**config.mk**
```make
export PLATFORM = sky130hd
export DESIGN_NAME = link_startup_seq
export DESIGN_NICKNAME = d
export VERILOG_FILES = /design/src/rtl/lss_pkg.sv /design/src/rtl/lss_fsm.sv /design/src/rtl/lss_status_flags.sv /design/src/rtl/lss_read_port.sv /design/src/rtl/link_startup_seq.sv
export SDC_FILE = /design/constraint.sdc
export NUM_CORES = 1
export LEC_CHECK = 0
export CORE_MARGIN = 4
export CORE_UTILIZATION = 29
export DETAILED_ROUTE_END_ITERATION = 10
export PLACE_DENSITY = 0.82
export SYNTH_ARGS = -nofsm -noshare
export SYNTH_HDL_FRONTEND = slang
export SYNTH_SLANG_ARGS = --single-unit
```
**constraint.sdc**
```tcl
create_clock -name clk -period 1.3 [get_ports clk]
set_clock_uncertainty 0.15 [all_clocks]
set_input_delay 0.26 -clock clk [delete_from_list [all_inputs] [get_ports clk]]
set_output_delay 0.26 -clock clk [all_outputs]
set_load 0.1 [all_outputs]
```
**src/rtl/lss_pkg.sv**
```systemverilog
// Shared definitions for the link start-up sequencer.
// Assumes: 3-bit state codes are fixed because software decodes them.
package lss_pkg;

    typedef enum logic [2:0] {
        ST_STANDBY = 3'b000,
        ST_L1SYNC  = 3'b001,
        ST_PROTO   = 3'b011,
        ST_CMSET   = 3'b010,
        ST_IFNEG   = 3'b110,
        ST_OPER    = 3'b111,
        ST_PASSIVE = 3'b101
    } lss_state_e;

    localparam int unsigned LSS_STATE_W = 3;
    localparam int unsigned LSS_FLAGS   = 4;
    localparam int unsigned FLAG_RATE   = 0;
    localparam int unsigned FLAG_PROTO  = 1;
    localparam int unsigned FLAG_CM     = 2;
    localparam int unsigned FLAG_VSS    = 3;

endpackage

```
**src/rtl/lss_fsm.sv**
```systemverilog
// Start-up state machine: standby, L1 sync, four negotiation steps, operation
// and a passive branch. Advances at most one phase per clock.
// Assumes: all inputs synchronous to clk; reset is synchronous, active low.
module lss_fsm
    import lss_pkg::*;
(
    input  logic       clk,
    input  logic       rst_n,
    input  logic       sync_ok,
    input  logic       rate_done,
    input  logic       proto_done,
    input  logic       cm_done,
    input  logic       vss_done,
    input  logic       l1_expire,
    input  logic       passive_req,
    input  logic       restart_req,
    output lss_state_e state_q,
    output logic       fault_o
);

    lss_state_e state_d;
    logic       active;

    // Purpose: detect states in which a sync loss or timer expiry is a fault.
    always_comb begin
        active  = (state_q == ST_PROTO) || (state_q == ST_CMSET) ||
                  (state_q == ST_IFNEG) || (state_q == ST_OPER);
        fault_o = active && (l1_expire || !sync_ok);
    end

    // Purpose: compute the next state from the current state and handshakes.
    always_comb begin
        state_d = state_q;
        if (fault_o) begin
            state_d = ST_L1SYNC;
        end else begin
            unique case (state_q)
                ST_STANDBY: state_d = ST_L1SYNC;
                ST_L1SYNC:  if (sync_ok && rate_done) state_d = ST_PROTO;
                ST_PROTO:   if (proto_done) state_d = ST_CMSET;
                ST_CMSET: begin
                    if (passive_req)  state_d = ST_PASSIVE;
                    else if (cm_done) state_d = ST_IFNEG;
                end
                ST_IFNEG:   if (vss_done) state_d = ST_OPER;
                ST_OPER:    state_d = ST_OPER;
                ST_PASSIVE: if (restart_req) state_d = ST_STANDBY;
                default:    state_d = ST_STANDBY;
            endcase
        end
    end

    // Purpose: state register with synchronous active-low reset.
    always_ff @(posedge clk) begin
        if (!rst_n) state_q <= ST_STANDBY;
        else        state_q <= state_d;
    end

    assert_reset_state_R1: assert property (@(posedge clk)
        !rst_n |=> state_q == ST_STANDBY);

    assert_standby_exit_R2: assert property (@(posedge clk) disable iff (!rst_n)
        state_q == ST_STANDBY |=> state_q == ST_L1SYNC);

    assert_l1_gate_R3: assert property (@(posedge clk) disable iff (!rst_n)
        (state_q == ST_L1SYNC && !(sync_ok && rate_done)) |=> state_q == ST_L1SYNC);

    assert_oper_hold_R4: assert property (@(posedge clk) disable iff (!rst_n)
        (state_q == ST_OPER && sync_ok && !l1_expire) |=> state_q == ST_OPER);

    assert_fault_return_R5: assert property (@(posedge clk) disable iff (!rst_n)
        fault_o |=> state_q == ST_L1SYNC);

    assert_passive_hold_R8: assert property (@(posedge clk) disable iff (!rst_n)
        (state_q == ST_PASSIVE && !restart_req) |=> state_q == ST_PASSIVE);

    assert_passive_entry_R7: assert property (@(posedge clk) disable iff (!rst_n)
        (state_q != ST_PASSIVE && state_q != ST_CMSET) |=> state_q != ST_PASSIVE);

endmodule

```
**src/rtl/lss_status_flags.sv**
```systemverilog
// Sticky record of negotiation-complete inputs, one bit per phase.
// Assumes: clr comes from the state machine (fault or Standby) and wins over set.
module lss_status_flags #(
    parameter int unsigned N = lss_pkg::LSS_FLAGS
) (
    input  logic         clk,
    input  logic         rst_n,
    input  logic         clr,
    input  logic [N-1:0] set_in,
    output logic [N-1:0] flags_q
);

    genvar i;
    generate
        for (i = 0; i < N; i++) begin : g_bit
            // Purpose: hold one completion flag until cleared.
            always_ff @(posedge clk) begin
                if (!rst_n || clr) flags_q[i] <= 1'b0;
                else if (set_in[i]) flags_q[i] <= 1'b1;
            end
        end
    endgenerate

    assert_flags_clear_R5: assert property (@(posedge clk) disable iff (!rst_n)
        clr |=> flags_q == '0);

    assert_flags_sticky_R9: assert property (@(posedge clk) disable iff (!rst_n)
        !clr |=> (flags_q & $past(flags_q)) == $past(flags_q));

endmodule

```
**src/rtl/lss_read_port.sv**
```systemverilog
// Combinational register read: flags and state code at one address, zero elsewhere.
// Assumes: DATA_W is at least the payload width of seven bits.
module lss_read_port #(
    parameter int unsigned ADDR_W      = 8,
    parameter int unsigned DATA_W      = 32,
    parameter logic [ADDR_W-1:0] STATUS_ADDR = 'h24
) (
    input  logic                          clk,
    input  logic                          rst_n,
    input  logic [ADDR_W-1:0]             rd_addr,
    input  logic [lss_pkg::LSS_STATE_W-1:0] state,
    input  logic [lss_pkg::LSS_FLAGS-1:0] flags,
    output logic [DATA_W-1:0]             rd_data
);

    localparam int unsigned PAYLOAD_W = lss_pkg::LSS_STATE_W + lss_pkg::LSS_FLAGS;
    localparam int unsigned PAD_W     = DATA_W - PAYLOAD_W;

    logic hit;

    // Purpose: decode the status address and assemble the read word.
    always_comb begin
        hit     = (rd_addr == STATUS_ADDR);
        rd_data = '0;
        if (hit) rd_data = {{PAD_W{1'b0}}, state, flags};
    end

    assert_pad_zero_R10: assert property (@(posedge clk) disable iff (!rst_n)
        rd_data[DATA_W-1:PAYLOAD_W] == '0);

endmodule

```
**src/rtl/link_startup_seq.sv**
```systemverilog
// Top of the link start-up sequencer: state machine, flag record, read port.
// Assumes: one link clock, synchronous active-low reset, inputs already synchronized.
module link_startup_seq #(
    parameter int unsigned ADDR_W      = 8,
    parameter int unsigned DATA_W      = 32,
    parameter logic [ADDR_W-1:0] STATUS_ADDR = 'h24
) (
    input  logic              clk,
    input  logic              rst_n,
    input  logic              sync_ok,
    input  logic              rate_done,
    input  logic              proto_done,
    input  logic              cm_done,
    input  logic              vss_done,
    input  logic              l1_expire,
    input  logic              passive_req,
    input  logic              restart_req,
    input  logic [ADDR_W-1:0] rd_addr,
    output logic [2:0]        state_code,
    output logic [DATA_W-1:0] rd_data
);
    import lss_pkg::*;

    lss_state_e           state;
    logic                 fault;
    logic                 flag_clr;
    logic [LSS_FLAGS-1:0] flag_set;
    logic [LSS_FLAGS-1:0] flags;

    lss_fsm u_fsm (
        .clk         (clk),
        .rst_n       (rst_n),
        .sync_ok     (sync_ok),
        .rate_done   (rate_done),
        .proto_done  (proto_done),
        .cm_done     (cm_done),
        .vss_done    (vss_done),
        .l1_expire   (l1_expire),
        .passive_req (passive_req),
        .restart_req (restart_req),
        .state_q     (state),
        .fault_o     (fault)
    );

    // Purpose: route completion inputs to flag bits and form the clear.
    always_comb begin
        flag_set             = '0;
        flag_set[FLAG_RATE]  = rate_done;
        flag_set[FLAG_PROTO] = proto_done;
        flag_set[FLAG_CM]    = cm_done;
        flag_set[FLAG_VSS]   = vss_done;
        flag_clr             = fault || (state == ST_STANDBY);
        state_code           = state;
    end

    lss_status_flags #(.N(LSS_FLAGS)) u_flags (
        .clk     (clk),
        .rst_n   (rst_n),
        .clr     (flag_clr),
        .set_in  (flag_set),
        .flags_q (flags)
    );

    lss_read_port #(
        .ADDR_W      (ADDR_W),
        .DATA_W      (DATA_W),
        .STATUS_ADDR (STATUS_ADDR)
    ) u_rd (
        .clk     (clk),
        .rst_n   (rst_n),
        .rd_addr (rd_addr),
        .state   (state),
        .flags   (flags),
        .rd_data (rd_data)
    );

    assert_reset_flags_R1: assert property (@(posedge clk)
        !rst_n |=> flags == '0);

endmodule

```
==> results_dict.tcl, run 1 <==
set metrics [dict create \
    final_area_um2 1110 \
    rr_startpoint "u_fsm.state_q[0]" \
    pre_cts_slack_ns -0.746 \
    status "finished with violations" \
    critical_path.startpoint "rd_addr[6]" \
    clock_tree.buffer_depth 2 \
    timing.critical_path.slowest_stage_cell "sky130_fd_sc_hd__and4b_2" \
    holdCritStartpoint "vss_done" \
    achievable-frequency_ghz 0.591 \
    area_growth_syn_to_layout_pct 70.9 \
    postSynthCellCount 80 \
    clk_pin_slew_worst_paths_ns 0.05 \
    place.detailed.hpwl_um 1340 \
    synth_area_per_inst_um2 8.12 \
    antenna_found_initial 0 \
    final.hold.worst_slack_ns 0.171 \
    post-route-worst-setup-slack_ns -0.391 \
    wire_length_after_detailed_routing_um 1690 \
    num_io_pins 53 \
    clock_latency_of_the_later_clocked_register_in_the_worst_skew_pair_ns 0.26 \
    die_extent_in_y_um 55.3 \
    htree_levels 1 \
    drt_iter0_markers 10 \
    pin_count_of_the_biggest_net_entering_global_routing 11 \
    vias_per_cell 4.15 \
    drv_cap 0 \
    die_area_um2 3060 \
    postCtsHoldBufs 0 \
    grt_first_pass_wirelength_um 2730 \
    power.ir.vdd_worst_uv 634 \
    cts_tree "built" \
    timing.hold.worst.class "in2reg" \
    leakagePower_nw 0.537 \
    worst_setup_path_start_kind "input pin" \
    cts-buffers-inserted 3 \
    floorplan.initialDensity 0.318 \
    port-buffer-count 27 \
    yosys_warnings 0 \
    drt_first_pass_iters 4 \
    ys_seq_elements 7 \
    critical_path_arrival_ns 1.28 \
    dieWidth_um 55.3 \
    antennaDiodeCount 0 \
    cp_slowest_stage_delay_ns 0.33 \
    final_count_of_negative_setup_slack_endpoints 10 \
    mappedNetlistArea_um2 649 \
    final.period_utilization 1.30 \
    grt_remaining_overflow 0 \
    ys_types 27 \
    grt_pass1_vias 603 \
    synth-seq-area-share 0.216 \
    num_vias 610 \
    ctsRootBufferMaster "sky130_fd_sc_hd__clkbuf_4" \
    grtUsageTotal 0.112 \
    layout_min_cycle_time_ns 1.69 \
    final_layout_size_suffix_gt1_frac 0.408 \
    post_dp_cell_area_um2 1020 \
    report.final.hold_viol_count 0 \
    gp_routability_congestion 0.784 \
    floorplan.core_area_um2 2040 \
    rsz0062_at_grt "true" \
    pwr_density_cell_nw_per_um2 1040 \
    failing_checks "setup timing" \
    worstPathCellList "buf_6, nor4b_2, and4b_2, and2_4, buf_12" \
    std_cell_rows 16 \
    antenna_left 0 \
    worst_setup_path_end_kind "primary output" \
    finalMaxSlewViolations 0 \
    path_buf_inv 2 \
    finalNetCount 139 \
    cp_data_required_time_ns 0.89 \
    critPathKind "in2out" \
    wl_per_cell_um 11.5 \
    cp_max_fo 7 \
    residual_drc_count 0 \
    crit_path_leading_delay_family "simple AND/OR/NAND/NOR gates" \
    tritoncts_num_sinks 7 \
]
## cells in the final DEF (no fill, tap or decap), drive strengths merged
cell           Yosys  final
a21bo              1      1
a21oi              3      3
a2bb2oi            1      1
a31oi              1      1
and2               7      7
and4b              1      1
buf               27     27
clkbuf             1      4
clkdlybuf4s50      0      5
conb               1     25
dfxtp              7      7
dlygate4sd2        0      5
dlymetal6s2s       0      3
inv                2      2
mux2i              1      1
nand2              4      4
nand2b             3      3
nor2               6      6
nor2b              1      1
nor3               2      2
nor4b              1      1
o21a               4      4
o21ai              4      4
o311ai             1      1
o32ai              1      1
## per-stage QoR
| step | utilization | setup TNS (ns) | total power, W | std cells |
|---|---|---|---|---|
| floorplan | - | -1.87 | 0.000829 | 104 |
| global placement | 0.501 | -7.22 | 0.000892 | 137 |
| detailed placement | 0.501 | -7.87 | 0.000903 | 137 |
| CTS | 0.534 | -2.90 | 0.00115 | 146 |
| global route | 0.544 | -3.18 | 0.00120 | 147 |
| finish | 0.544 | -2.75 | 0.00116 | 147 |
## cell families after synthesis
| family | share of synthesized area |
|---|---|
| AOI/OAI and AO/OA | 0.204 |
| buffers and inverters | 0.335 |
| DFF | 0.216 |
| muxes | 0.0154 |
| other | 0.00577 |
| and+or+nand+nor | 0.224 |
## path summary, 6_finish.rpt
path | end | slack [ns] | depth (start not counted)
max | rd_data[0] | -0.39 | 5
min | u_flags.flags_q[3] | 0.17 | 2
max reg2reg | u_fsm.state_q[0] | -0.04 | 5
min reg2reg | u_flags.flags_q[3] | 0.32 | 1
## synth_stat cells (all sizes together)
cell	number	area [um^2]
conb	1	3.75
nor4b	1	8.76
and2	7	43.8
nor3	2	10.0
o311ai	1	8.76
inv	2	7.50
a2bb2oi	1	15.0
and4b	1	10.0
nand2b	3	26.3
dfxtp	7	140
a21oi	3	15.0
buf	27	206
mux2i	1	10.0
o32ai	1	27.5
nand2	4	15.0
o21ai	4	20.0
nor2b	1	6.26
nor2	6	25.0
clkbuf	1	3.75
o21a	4	30.0
a31oi	1	6.26
a21bo	1	10.0
## timing repair
action                                 in CTS  in global routing
pin swaps                                   7                  4
gates resized for setup                    25                  6
buffers inserted                            5                  1
endpoints found under the hold margin       0                  0
setup endpoints to repair                  16                 12
## power by group
group	switching [W]	internal (W)	total [W]
Clock	0.0000873	0.000118	0.000205
Combinational	0.000491	0.000193	0.000684
Sequential	0.0000281	0.000240	0.000268
## flip-flops by register name, summed over array words and instances (netlist names)
register         flops
u_flags.flags_q      4
u_fsm.state_q        3
## area by class of cell
cell class | count | area [um^2]
flip-flops and latches | 7 | 151
inverters | 2 | 7.51
clock buffers | 4 | 26.3
multi-input cells | 67 | 424
fillers | 199 | 932
repair buffers | 40 | 467
well taps | 27 | 33.8
## metal layers
layer / vias up / routed length, um / GRT usage
li1: 294 / - / -
met1: 270 / 558 / 0.107
met2: 42 / 907 / 0.203
met3: 4 / 206 / 0.0583
met4: 0 / 20 / 0.0382
met5: - / 0 / 0
No activity file was read; power rests on OpenSTA's default activity.
==> run 2, diff against run 1 <==
==> constraint.sdc (replaced) <==
create_clock -name clk -period 1.3 [get_ports clk]
set_clock_uncertainty 0.15 [all_clocks]
set_input_delay 0.195 -clock clk [delete_from_list [all_inputs] [get_ports clk]]
set_output_delay 0.195 -clock clk [all_outputs]
set_load 0.1 [all_outputs]
==> results_dict.tcl, run 2 (synthesis results as in run 1) <==
set metrics [dict create \
    status "finished with violations" \
    failing_checks "setup timing" \
    path_buf_inv 2 \
    finalNetCount 134 \
    clk_pin_slew_worst_paths_ns 0.05 \
    place.detailed.hpwl_um 1310 \
    fillerInstances 191 \
    post-route-worst-setup-slack_ns -0.242 \
    reg.largest.list "u_flags.flags_q: 4 flops, u_fsm.state_q: 3 flops" \
    achievable-frequency_ghz 0.648 \
    cts-buffers-inserted 3 \
    p_int_w 0.000527 \
    cp_max_fo 7 \
    final.period_utilization 1.19 \
    grtUsageTotal 0.104 \
    grt_pass1_vias 579 \
    max_flop_register "u_flags.flags_q" \
    cp_slowest_stage_delay_ns 0.33 \
    dieWidth_um 55.3 \
    worstPathCellList "buf_6, nor4b_2, and4b_2, and2_4, buf_12" \
    worst_setup_path_end_kind "primary output" \
    timing.critical_path.slowest_stage_cell "sky130_fd_sc_hd__and4b_2" \
    critical_path_arrival_ns 1.20 \
    vias_per_cell 4.31 \
    timing.hold.worst.class "in2reg" \
    power.ir.vdd_worst_uv 553 \
    drv_cap 0 \
    final_cell_mix "25 x sky130_fd_sc_hd__conb_1, 10 x sky130_fd_sc_hd__buf_12, 7 x sky130_fd_sc_hd__and2_4, 7 x sky130_fd_sc_hd__clkdlybuf4s50_1, 7 x sky130_fd_sc_hd__buf_4" \
    critical_path.startpoint "rd_addr[6]" \
    most_common_cell_after_layout_fill_and_taps_aside "sky130_fd_sc_hd__conb_1" \
    die_extent_in_y_um 55.3 \
    final_layout_size_suffix_gt1_frac 0.391 \
    clock_tree.buffer_depth 2 \
    power.sequential.fraction 0.241 \
    layout_min_cycle_time_ns 1.54 \
    residual_drc_count 0 \
    rr_startpoint "u_fsm.state_q[1]" \
    rsz0062_at_grt "true" \
    clock_latency_of_the_later_clocked_register_in_the_worst_skew_pair_ns 0.26 \
    htree_levels 1 \
    comb_power_share 0.577 \
    antennaDiodeCount 0 \
    pwr-share-clk 0.183 \
    num_io_pins 53 \
    antenna_found_initial 0 \
    cp_data_required_time_ns 0.95 \
    wire_length_after_detailed_routing_um 1710 \
    floorplan.initialDensity 0.318 \
    critPathKind "in2out" \
    postCtsHoldBufs 0 \
    sw_frac_of_total 0.536 \
    finalMaxSlewViolations 0 \
    drt-met1-wl_um 569 \
    p_sw_w 0.000610 \
    floorplan.core_area_um2 2040 \
    ctsRootBufferMaster "sky130_fd_sc_hd__clkbuf_4" \
    cts_tree "built" \
    report.final.hold_viol_count 0 \
    worst_setup_path_start_kind "input pin" \
    antenna_left 0 \
    leakagePower_nw 0.496 \
    grt_remaining_overflow 0 \
    gp_routability_congestion 0.779 \
    final_count_of_negative_setup_slack_endpoints 7 \
    drt_iter0_markers 15 \
    port-buffer-count 27 \
    tritoncts_num_sinks 7 \
    pwr_density_cell_nw_per_um2 1050 \
    pin_count_of_the_biggest_net_entering_global_routing 11 \
    crit_path_leading_delay_family "simple AND/OR/NAND/NOR gates" \
    num_vias 612 \
    setup-tns-final_ns -1.68 \
    top_layer_used "met4" \
    met2RoutedLength_um 897 \
    std_cell_rows 16 \
    grt_first_pass_wirelength_um 2500 \
    holdCritStartpoint "l1_expire" \
    area_growth_syn_to_layout_pct 66.3 \
    routed-wl-met3_um 201 \
    wl_per_cell_um 12.0 \
    die_area_um2 3060 \
    drt_first_pass_iters 4 \
    number_of_flip_flops_under_the_largest_register_name 4 \
    post-layout-total-power_w 0.00114 \
]
run 2: cell types whose count changed in the layout (fill, tap and decap cells not counted), moves of 2 or more:
cell and change:
sky130_fd_sc_hd__dlymetal6s2s_1 -2, sky130_fd_sc_hd__o21ai_1 -2, sky130_fd_sc_hd__buf_4 -3, sky130_fd_sc_hd__buf_6 -2
sky130_fd_sc_hd__clkdlybuf4s50_1 +2
run 2: timing repair:
item / in CTS / in global routing
pin swaps: 6 / 3
setup buffers: 1 / 0
resized for setup: 22 / 7
endpoints found under the setup margin: 13 / 13
run 2: power groups by stage:
stage          registers [W]  logic [W]  clock network (W)
6_report            0.000274   0.000656           0.000208
5_1_grt             0.000278   0.000677           0.000219
4_1_cts             0.000271   0.000633           0.000213
3_5_place_dp        0.000281   0.000619                  0
3_3_place_gp        0.000279   0.000612                  0
2_1_floorplan       0.000328   0.000500                  0
run 2: worst register-to-register path, stage by stage (launching register included):
cell and delay (ns):
sky130_fd_sc_hd__dfxtp_4 0.43, sky130_fd_sc_hd__buf_4 0.18, sky130_fd_sc_hd__inv_2 0.05, sky130_fd_sc_hd__a31oi_1 0.18
sky130_fd_sc_hd__a2bb2oi_2 0.08, sky130_fd_sc_hd__mux2i_1 0.11
run 2: cell type report:
class	instances	area, um^2	share of cell area
multi-input combinational	67	439	0.407
timing repair buffer	35	422	0.390
sequential	7	151	0.140
tap	27	33.8	0.0313
clock buffer	4	26.3	0.0243
inverter	2	7.51	0.00695
run 2: path summary, 6_finish.rpt:
path                            cells past startpoint  slack, ns                  to
worst max-delay path                                5      -0.24          rd_data[6]
worst min register to register                      1       0.32  u_flags.flags_q[3]
worst min-delay path                                4       0.28    u_fsm.state_q[0]
worst max register to register                      5          0    u_fsm.state_q[0]
run 2: routing by layer:
metal  track usage  vias up
met4        0.0625        0
met1        0.0919      273
li1              -      287
met2         0.193       47
met5             0        -
met3        0.0443        5
run 2: stage by stage:
stage	cells	instance area, um^2	hold WS [ns]	utilization	worst slack, ns
after floorplan	104	786	0.155	-	-0.192
after global placement	137	1020	0.300	0.501	-0.569
after detailed placement	137	1020	0.314	0.501	-0.601
after CTS	142	1050	0.326	0.516	-0.266
after global routing	142	1080	0.319	0.529	-0.309
final	142	1080	0.282	0.529	-0.242
